===== config.mk =====
export PLATFORM = sky130hd
export DESIGN_NAME = ptp_tod_clock
export DESIGN_NICKNAME = d
export VERILOG_FILES = /design/src/rtl/ptp_tod_pkg.sv /design/src/rtl/ptp_frac_acc.sv /design/src/rtl/ptp_ns_norm.sv /design/src/rtl/ptp_tod_clock.sv
export SDC_FILE = /design/constraint.sdc
export NUM_CORES = 1
export LEC_CHECK = 0
export BUFFER_PORTS_ARGS = -buffer_cell sky130_fd_sc_hd__buf_2
export CAP_MARGIN = 40
export CORE_MARGIN = 2
export CORE_UTILIZATION = 45
export DETAILED_ROUTE_END_ITERATION = 7
export GPL_ROUTABILITY_DRIVEN = 0
export PLACE_DENSITY = 0.7
export SLEW_MARGIN = 15
export SYNTH_ARGS = -nofsm -noshare
export SYNTH_HDL_FRONTEND = slang
export SYNTH_SLANG_ARGS = --single-unit

===== constraint.sdc =====
create_clock -name clk -period 14.6 [get_ports clk]
set_input_delay 1.46 -clock clk [delete_from_list [all_inputs] [get_ports clk]]
set_output_delay 1.46 -clock clk [all_outputs]
set_load 0.02 [all_outputs]

===== src/rtl/ptp_tod_pkg.sv =====
package ptp_tod_pkg;

    localparam int unsigned NS_PER_SEC = 32'd1_000_000_000;

    typedef enum logic [1:0] {
        NORM_KEEP   = 2'd0,
        NORM_BORROW = 2'd1,
        NORM_CARRY  = 2'd2
    } norm_e;

endpackage


===== src/rtl/ptp_frac_acc.sv =====
module ptp_frac_acc #(
    parameter int FRAC_W = 32,
    parameter int INC_W  = 4
) (
    input  logic [FRAC_W-1:0] acc_in,
    input  logic [FRAC_W-1:0] inc_frac,
    input  logic [INC_W-1:0]  inc_int,
    output logic [FRAC_W-1:0] acc_out,
    output logic [INC_W:0]    step_ns
);
    logic [FRAC_W:0] sum;

    always_comb begin
        sum     = {1'b0, acc_in} + {1'b0, inc_frac};
        acc_out = sum[FRAC_W-1:0];
        step_ns = {1'b0, inc_int} + {{INC_W{1'b0}}, sum[FRAC_W]};
    end
endmodule


===== src/rtl/ptp_ns_norm.sv =====
module ptp_ns_norm #(
    parameter int SEC_W  = 48,
    parameter int NS_W   = 30,
    parameter int STEP_W = 5,
    parameter int ADJ_W  = 30
) (
    input  logic [SEC_W-1:0]        sec_in,
    input  logic [NS_W-1:0]         ns_in,
    input  logic [STEP_W-1:0]       step,
    input  logic                    adj_en,
    input  logic signed [ADJ_W-1:0] adj,
    output logic [SEC_W-1:0]        sec_out,
    output logic [NS_W-1:0]         ns_out,
    output ptp_tod_pkg::norm_e      kind
);
    localparam int SUM_W = NS_W + 2;
    localparam logic signed [SUM_W-1:0] NPS = SUM_W'(ptp_tod_pkg::NS_PER_SEC);

    logic signed [SUM_W-1:0] adj_x;
    logic signed [SUM_W-1:0] sum;
    logic signed [SUM_W-1:0] fixed;

    always_comb begin
        adj_x = adj_en ? SUM_W'(adj) : '0;
        sum   = $signed({2'b00, ns_in})
              + $signed({{(SUM_W-STEP_W){1'b0}}, step})
              + adj_x;
        if (sum < 0) begin
            fixed   = sum + NPS;
            sec_out = sec_in - 1'b1;
            kind    = ptp_tod_pkg::NORM_BORROW;
        end else if (sum >= NPS) begin
            fixed   = sum - NPS;
            sec_out = sec_in + 1'b1;
            kind    = ptp_tod_pkg::NORM_CARRY;
        end else begin
            fixed   = sum;
            sec_out = sec_in;
            kind    = ptp_tod_pkg::NORM_KEEP;
        end
        ns_out = fixed[NS_W-1:0];
    end
endmodule


===== src/rtl/ptp_tod_clock.sv =====
module ptp_tod_clock #(
    parameter int SEC_W      = 48,
    parameter int NS_W       = 30,
    parameter int INC_W      = 4,
    parameter int FRAC_W     = 32,
    parameter int ADJ_W      = 30,
    parameter int RST_INC_NS = 8
) (
    input  logic                    clk,
    input  logic                    rst_n,
    input  logic                    set_load,
    input  logic [SEC_W-1:0]        set_sec,
    input  logic [NS_W-1:0]         set_ns,
    input  logic                    adj_load,
    input  logic signed [ADJ_W-1:0] adj_ns,
    input  logic                    rate_load,
    input  logic [INC_W-1:0]        rate_int,
    input  logic [FRAC_W-1:0]       rate_frac,
    output logic [SEC_W-1:0]        tod_sec,
    output logic [NS_W-1:0]         tod_ns
);
    localparam int STEP_W = INC_W + 1;

    typedef struct packed {
        logic [SEC_W-1:0]  sec;
        logic [NS_W-1:0]   ns;
        logic [FRAC_W-1:0] frac;
        logic [INC_W-1:0]  inc_int;
        logic [FRAC_W-1:0] inc_frac;
    } tod_state_t;

    tod_state_t st_d, st_q;

    logic [FRAC_W-1:0]  acc_next;
    logic [STEP_W-1:0]  step_ns;
    logic [SEC_W-1:0]   run_sec;
    logic [NS_W-1:0]    run_ns;
    ptp_tod_pkg::norm_e run_kind;
    logic               set_ok;

    ptp_frac_acc #(.FRAC_W(FRAC_W), .INC_W(INC_W)) u_acc (
        .acc_in   (st_q.frac),
        .inc_frac (st_q.inc_frac),
        .inc_int  (st_q.inc_int),
        .acc_out  (acc_next),
        .step_ns  (step_ns)
    );

    ptp_ns_norm #(.SEC_W(SEC_W), .NS_W(NS_W), .STEP_W(STEP_W), .ADJ_W(ADJ_W)) u_norm (
        .sec_in  (st_q.sec),
        .ns_in   (st_q.ns),
        .step    (step_ns),
        .adj_en  (adj_load),
        .adj     (adj_ns),
        .sec_out (run_sec),
        .ns_out  (run_ns),
        .kind    (run_kind)
    );

    always_comb begin
        st_d   = st_q;
        set_ok = set_load && (32'(set_ns) < ptp_tod_pkg::NS_PER_SEC);
        if (set_ok) begin
            st_d.sec  = set_sec;
            st_d.ns   = set_ns;
            st_d.frac = '0;
        end else begin
            st_d.sec  = run_sec;
            st_d.ns   = run_ns;
            st_d.frac = acc_next;
        end
        if (rate_load) begin
            st_d.inc_int  = rate_int;
            st_d.inc_frac = rate_frac;
        end
    end

    always_ff @(posedge clk) begin
        if (!rst_n) begin
            st_q.sec      <= '0;
            st_q.ns       <= '0;
            st_q.frac     <= '0;
            st_q.inc_int  <= INC_W'(RST_INC_NS);
            st_q.inc_frac <= '0;
        end else begin
            st_q <= st_d;
        end
    end

    assign tod_sec = st_q.sec;
    assign tod_ns  = st_q.ns;

    logic unused_kind;
    assign unused_kind = ^run_kind;
endmodule


==> impl_metrics.json, run 1 <==
{
  "cts_resized": 0,
  "holdWs_ns": 0.500,
  "power_density_nw_per_um2": 119,
  "maxSlewViolCount": 0,
  "cp.arrival_ns": 13.08,
  "synth_ff_type": "dfxtp_1",
  "place_inst": 2221,
  "r2r_end": "tod_sec[47]",
  "finalNonFillerCells": 2256,
  "initial_core_util_pct": 45.8,
  "grt_pass1_vias": 12900,
  "hold-path-endpoint": "tod_sec[21]",
  "worstSetupEndpointType": "flip-flop",
  "grt_pass1_wl_um": 63100,
  "antenna_left": 0,
  "worst_r2r_path_depth": 46,
  "period_share_pct": 87.5,
  "drt-total-wl_um": 39300,
  "synth_seq_area_share_pct": 21.5,
  "via_per_inst": 5.94,
  "place_hpwl_um": 29600,
  "min_period_ns": 12.78,
  "die-area_um2": 31600,
  "crit_slowest_cell": "a2111oi_0",
  "fillCellCount": 2868,
  "hold_viol": 0,
  "utilization_pct": 50.7,
  "tightestPinTransition_ns": 0.849,
  "skew_ns": 0.0179,
  "hold_path_depth": 2,
  "clock_latency_ns": 0.44,
  "synth_edf_count": 0,
  "overflow": 0,
  "maxCapViolations": 0,
  "startpoint_type": "flip-flop",
  "stdcell_area_um2": 15100,
  "drc": 0,
  "dp_slack_ns": 2.08,
  "ys_ff_latch": 146,
  "cp_num_buf_inv": 3,
  "core_area_um2": 29700,
  "crit_top_cell": "o21ai_0",
  "required_ns": 14.90,
  "postSynth.asyncResetShare_pct": 0,
  "die_y_um": 178,
  "post_dp_cell_area_um2": 14400,
  "cp_top_family": "compound AO/OA/AOI/OAI gates",
  "cts_inserted_buffers": 17,
  "cpPeakStageDelay_ns": 0.77,
  "synth_area_um2": 13600,
  "final_net_count": 2123,
  "yosys.area.top_type_share_pct": 21.5,
  "path_class": "reg2reg",
  "fp.dieW_um": 178,
  "layout-drive-gt1-share_pct": 16.4,
  "std_cell_rows": 63,
  "firstDrtPassIters": 5,
  "postCtsSetupRepairBufs": 0,
  "io_buffers": 226,
  "hold_path_class": "reg2reg",
  "regToRegSetupSlack_ns": 1.82,
  "irDropWorstVdd_uv": 62.3,
  "clock-sinks": 146,
  "leakage_nw": 7.05,
  "path_clk_slew_ns": 0.07,
  "cts_hold_buf": 0,
  "finalPower_mw": 1.79,
  "worst_slack_ns": 1.82,
  "grt_max_degree": 70,
  "synthCells": 1751,
  "min_from": "tod_sec[21]",
  "yosysWarnings": 0,
  "ctsHtreeMaxLevel": 4,
  "vias": 13400,
  "cts_tree": "built",
  "final-setup-viol-count": 0,
  "syn_area_per_cell_um2": 7.77,
  "path_max_fanout": 42,
  "ys_top_cells_by_area": "dfxtp_1 (21%), ha_1 (11%), xnor2_1 (5.6%), nand2_1 (5.0%), a21oi_1 (4.5%)",
  "fmax_ghz": 0.0783,
  "drtIter0Drc": 780,
  "syn_to_final_growth_pct": 10.8,
  "grt_usage_pct": 24.5,
  "synth_nets": 2024,
  "cp.depth": 46,
  "io_pins": 227,
  "r2r-start": "st_q[0]",
  "wire_per_inst_um": 17.4,
  "cts_buffer_depth": 2,
  "fin_tns_setup_ns": 0,
  "status": "complete, no violations",
  "clockRootBuffer": "clkbuf_16",
  "rsz0062_at_grt": "false",
  "synth_cell_types": 82,
  "antenna_found_initial": 3,
  "synth_area_leader_cell": "dfxtp_1",
  "maxSlewHeadroom_pct": 42.0
}
==> how the worst max path moves through the flow <==
| stage | from | end |
|---|---|---|
| floorplan | st_q[0] | tod_sec[47] |
| global placement | st_q[0] | tod_sec[47] |
| detailed placement | st_q[0] | tod_sec[47] |
| CTS | st_q[0] | tod_sec[47] |
| global route | st_q[0] | tod_sec[47] |
| finish | st_q[0] | tod_sec[47] |
==> synthesized netlist by cell type (5+ instances only) <==
cell,count
a2111oi_0,6
a211o_1,11
a211oi_1,26
a21boi_0,5
a21o_1,63
a21oi_1,121
a221oi_1,6
a22oi_1,7
a311oi_1,22
a31oi_1,27
and2_1,42
and3_1,24
and4_1,5
buf_1,10
buf_2,15
buf_4,80
clkbuf_1,51
dfxtp_1,146
fa_1,5
ha_1,119
inv_1,24
mux2i_1,43
nand2_1,182
nand2b_1,15
nand3_1,53
nand4_1,30
nor2_1,160
nor2b_1,14
nor3_1,38
nor4_1,7
o2111ai_1,8
o211a_1,7
o211ai_1,24
o21a_1,19
o21ai_0,97
o21bai_1,8
o311ai_0,6
o31ai_1,8
or2_2,7
or3_1,9
xnor2_1,87
xor2_1,41
==> power by group <==
part | internal (mW) | total [mW] | switching (mW) | leakage (nW)
Sequential | 0.443 | 0.489 | 0.0458 | 1.21
Clock | 0.267 | 0.472 | 0.205 | 0.309
Combinational | 0.320 | 0.834 | 0.514 | 5.53
Total | 1.03 | 1.79 | 0.764 | 7.05
==> cells by family (layout without fill, tap and decap cells) <==
group / Yosys count / count (layout) / synth area share, %
mux: 43 / 43 / 3.17
simple gates: 596 / 596 / 20.6
fa+ha+maj: 124 / 124 / 11.7
flops: 146 / 146 / 21.5
other cells: 0 / 3 / 0
buf+inv: 184 / 296 / 7.59
xor+xnor: 130 / 130 / 8.48
compound gates: 528 / 528 / 27.0
==> layout make-up <==
cell class                 instances  area [µm²]  area share, %
clock buffer                      18         439           2.92
inverter                          25        93.8          0.623
timing repair buffer             239        1260           8.37
sequential                       146        2920           19.4
antenna                            3        7.51         0.0499
tap                              390         488           3.24
multi-input combinational       1421        9660           64.2
clock inverter                    14         185           1.23
==> sequential cells by signal, summed over array words and instances (netlist names) <==
signal / cells
st_q: 68
tod_ns: 30
tod_sec: 48
==> layout by cell type (no fill, tap or decap), types with 9 or more instances in the layout <==
cell       instances
a211o_1           11
a211oi_1          26
a21o_1            63
a21oi_1          121
a311oi_1          22
a31oi_1           27
and2_1            42
and3_1            24
buf_2            226
buf_4             11
clkbuf_16         17
dfxtp_1          146
ha_1             119
inv_1             23
mux2i_1           43
nand2_1          182
nand2b_1          14
nand3_1           52
nand4_1           30
nor2_1           159
nor2b_1           14
nor3_1            38
o211ai_1          24
o21a_1            19
o21ai_0           97
or3_1              9
xnor2_1           87
xor2_1            41
==> tightest hold or removal path, cell delays in order (launching register included) <==
cell      delay, ns
dfxtp_1        0.33
nand2_1        0.06
a311oi_1       0.07
==> layer usage <==
layer / global-route usage [%] / wire length (µm)
met1: 31.1 / 17200
met2: 40.6 / 18100
met3: 4.22 / 2430
met4: 11.1 / 1460
met5: 0 / 0
No activity file was read; power rests on OpenSTA's default activity.
==> run 2, diff against run 1 <==
Settings changed: ABC_AREA set to 1, PLACE_DENSITY 0.7 to 0.69, SKIP_CTS_REPAIR_TIMING set to 1.
==> impl_metrics.json, run 2 <==
{
  "irDropWorstVdd_uv": 91.5,
  "path_clk_slew_ns": 0.07,
  "yosys.area_share.adder_pct": 10.6,
  "leakage_nw": 8.86,
  "grt_max_degree": 93,
  "postSynth.asyncResetShare_pct": 0,
  "regMostFlops": "st_q",
  "required_ns": 14.99,
  "fin_tns_setup_ns": 0,
  "synth_compound_area_share_pct": 18.3,
  "layout-drive-gt1-share_pct": 13.0,
  "grt_pass1_wl_um": 75000,
  "cp.arrival_ns": 10.62,
  "std_cell_rows": 66,
  "syn_area_per_cell_um2": 6.02,
  "io_buffers": 226,
  "ys_ff_latch": 146,
  "drc": 0,
  "period_share_pct": 70.1,
  "synth_most_common_cell": "nand2_1",
  "core_area_um2": 32700,
  "dp_slack_ns": 4.64,
  "fp.dieW_um": 187,
  "status": "complete, no violations",
  "cts_tree": "built",
  "overflow": 0,
  "synth_area_um2": 15000,
  "min_period_ns": 10.24,
  "synthXorXnorAreaFrac_pct": 4.31,
  "cts_inserted_buffers": 17,
  "wire_per_inst_um": 15.2,
  "muxShareOfSynthArea_pct": 0.0665,
  "final-setup-viol-count": 0,
  "power_density_nw_per_um2": 110,
  "synth_ff_type": "dfxtp_1",
  "ctsHtreeMaxLevel": 4,
  "synth_top_family_by_area": "simple AND/OR/NAND/NOR gates",
  "synth_simple_gate_area_share_pct": 33.1,
  "die_y_um": 187,
  "hold_path_class": "reg2reg",
  "drt-total-wl_um": 46700,
  "largest_reg_flops": 68,
  "holdWs_ns": 0.497,
  "maxSlewViolCount": 0,
  "vias": 16400,
  "worst_slack_ns": 4.36,
  "rsz0062_at_grt": "false",
  "maxSlewHeadroom_pct": 46.3,
  "clockRootBuffer": "clkbuf_16",
  "worstSetupEndpointType": "flip-flop",
  "grt_pass1_vias": 15400,
  "via_per_inst": 5.35,
  "synth_cell_types": 57,
  "synth_area_leader_cell": "dfxtp_1",
  "crit_slowest_cell": "buf_4",
  "startpoint_type": "flip-flop",
  "syn_to_final_growth_pct": 10.2,
  "synth_edf_count": 0,
  "hold_viol": 0,
  "maxCapViolations": 0,
  "synth_nets": 2772,
  "antenna_found_initial": 3,
  "drtIter0Drc": 1205,
  "clock-sinks": 146,
  "crit_top_cell": "nand2_1",
  "skew_ns": 0.0137,
  "cpPeakStageDelay_ns": 0.62,
  "fmax_ghz": 0.0977,
  "place_hpwl_um": 36500,
  "grt_usage_pct": 26.1,
  "antenna_left": 0,
  "clock_latency_ns": 0.46,
  "path_class": "reg2reg",
  "synthCells": 2499,
  "path_max_fanout": 61,
  "die-area_um2": 34900,
  "synth_seq_area_share_pct": 19.4,
  "cts_buffer_depth": 2,
  "yosysWarnings": 0,
  "ys_top_cells_by_count": "nand2_1 (671), inv_1 (327), nor2_1 (232)",
  "io_pins": 227,
  "ys_top_cells_by_area": "dfxtp_1 (19%), nand2_1 (17%), ha_1 (9.9%), inv_1 (8.2%), a21oi_1 (6.3%)",
  "initial_core_util_pct": 46.0,
  "firstDrtPassIters": 6,
  "layout_common_cells": "nand2_1 (671), inv_1 (326), nor2_1 (232)",
  "fillCellCount": 3425,
  "tightestPinTransition_ns": 0.798,
  "final_net_count": 2890,
  "yosys.area.top_type_share_pct": 19.4,
  "layout.cells.most_common": "nand2_1"
}
## run 2: cell types whose count changed after synthesis, moves of 22 or more
cell	previous run	this run
nand2_1	182	671
a211oi_1	26	1
inv_1	24	327
a311oi_1	22	0
o21ai_1	2	34
mux2i_1	43	1
a21o_1	63	11
nor2_1	160	232
a21oi_1	121	190
o21ai_0	97	160
nand3_1	53	142
xnor2_1	87	25
and2_1	42	4
## run 2: per-stage QoR
step / util (%) / total power, mW / cells / area (µm²)
6_report: 50.7 / 1.82 / 3075 / 16600
5_1_grt: 50.7 / 1.94 / 3074 / 16600
4_1_cts: 50.6 / 1.81 / 3071 / 16600
3_5_place_dp: 48.8 / 1.33 / 3039 / 16000
3_3_place_gp: 48.7 / 1.32 / 3038 / 15900
2_1_floorplan: - / 1.16 / 2499 / 15000
## run 2: worst paths after layout
| kind | startpoint | endpoint | slack, ns | depth (start not counted) |
|---|---|---|---|---|
| worst max-delay path | st_q[0] | tod_sec[18] | 4.36 | 53 |
| worst min-delay path | st_q[35] | st_q[35] | 0.50 | 2 |
| worst max register to register | st_q[0] | tod_sec[18] | 4.36 | 53 |
| worst min register to register | st_q[35] | st_q[35] | 0.50 | 2 |
## run 2: routing by layer
metal  global-route usage, %  vias up  share of wire [%]
met5                       0        -                  0
met4                    11.4        0                3.9
met3                    4.48      108                6.0
met2                    44.3      618                 46
met1                    32.5     7385                 44
li1                        -     8332                  -
## run 2: worst max-delay path: cells and delay by family, from the launching register on
family	cells	cell delay [ns]
AO/OA/AOI/OAI	13	3.21
XOR/XNOR	1	0.13
flip-flops	1	0.33
AND/OR/NAND/NOR	29	3.73
buffers and inverters	4	1.16
adder cells (fa/ha/maj)	6	1.52
## run 2: cell families (layout without fill, tap and decap cells)
logic type	count (synthesis)	after routing
xor gates and xnor gates	74	74
AOI/OAI and AO/OA	497	497
DFF	146	146
and+or+nand+nor	1184	1184
other	0	3
muxes	1	1
buffers and inverters	473	604
adders and majority gates	124	124
## run 2: report_power, final
part | leakage (nW) | internal (mW) | switching (mW)
registers | 1.21 | 0.447 | 0.0549
logic | 7.37 | 0.287 | 0.556
clock network | 0.283 | 0.272 | 0.201
## run 2: final cells by class
type / count / area (µm²) / area share [%]
antenna: 3 / 7.51 / 0.0453
clock buffer: 19 / 433 / 2.61
clock inverter: 13 / 175 / 1.06
inverter: 337 / 1260 / 7.63
multi-input combinational: 1880 / 10000 / 60.3
sequential: 146 / 2920 / 17.6
tap: 442 / 553 / 3.33
timing repair buffer: 235 / 1230 / 7.42
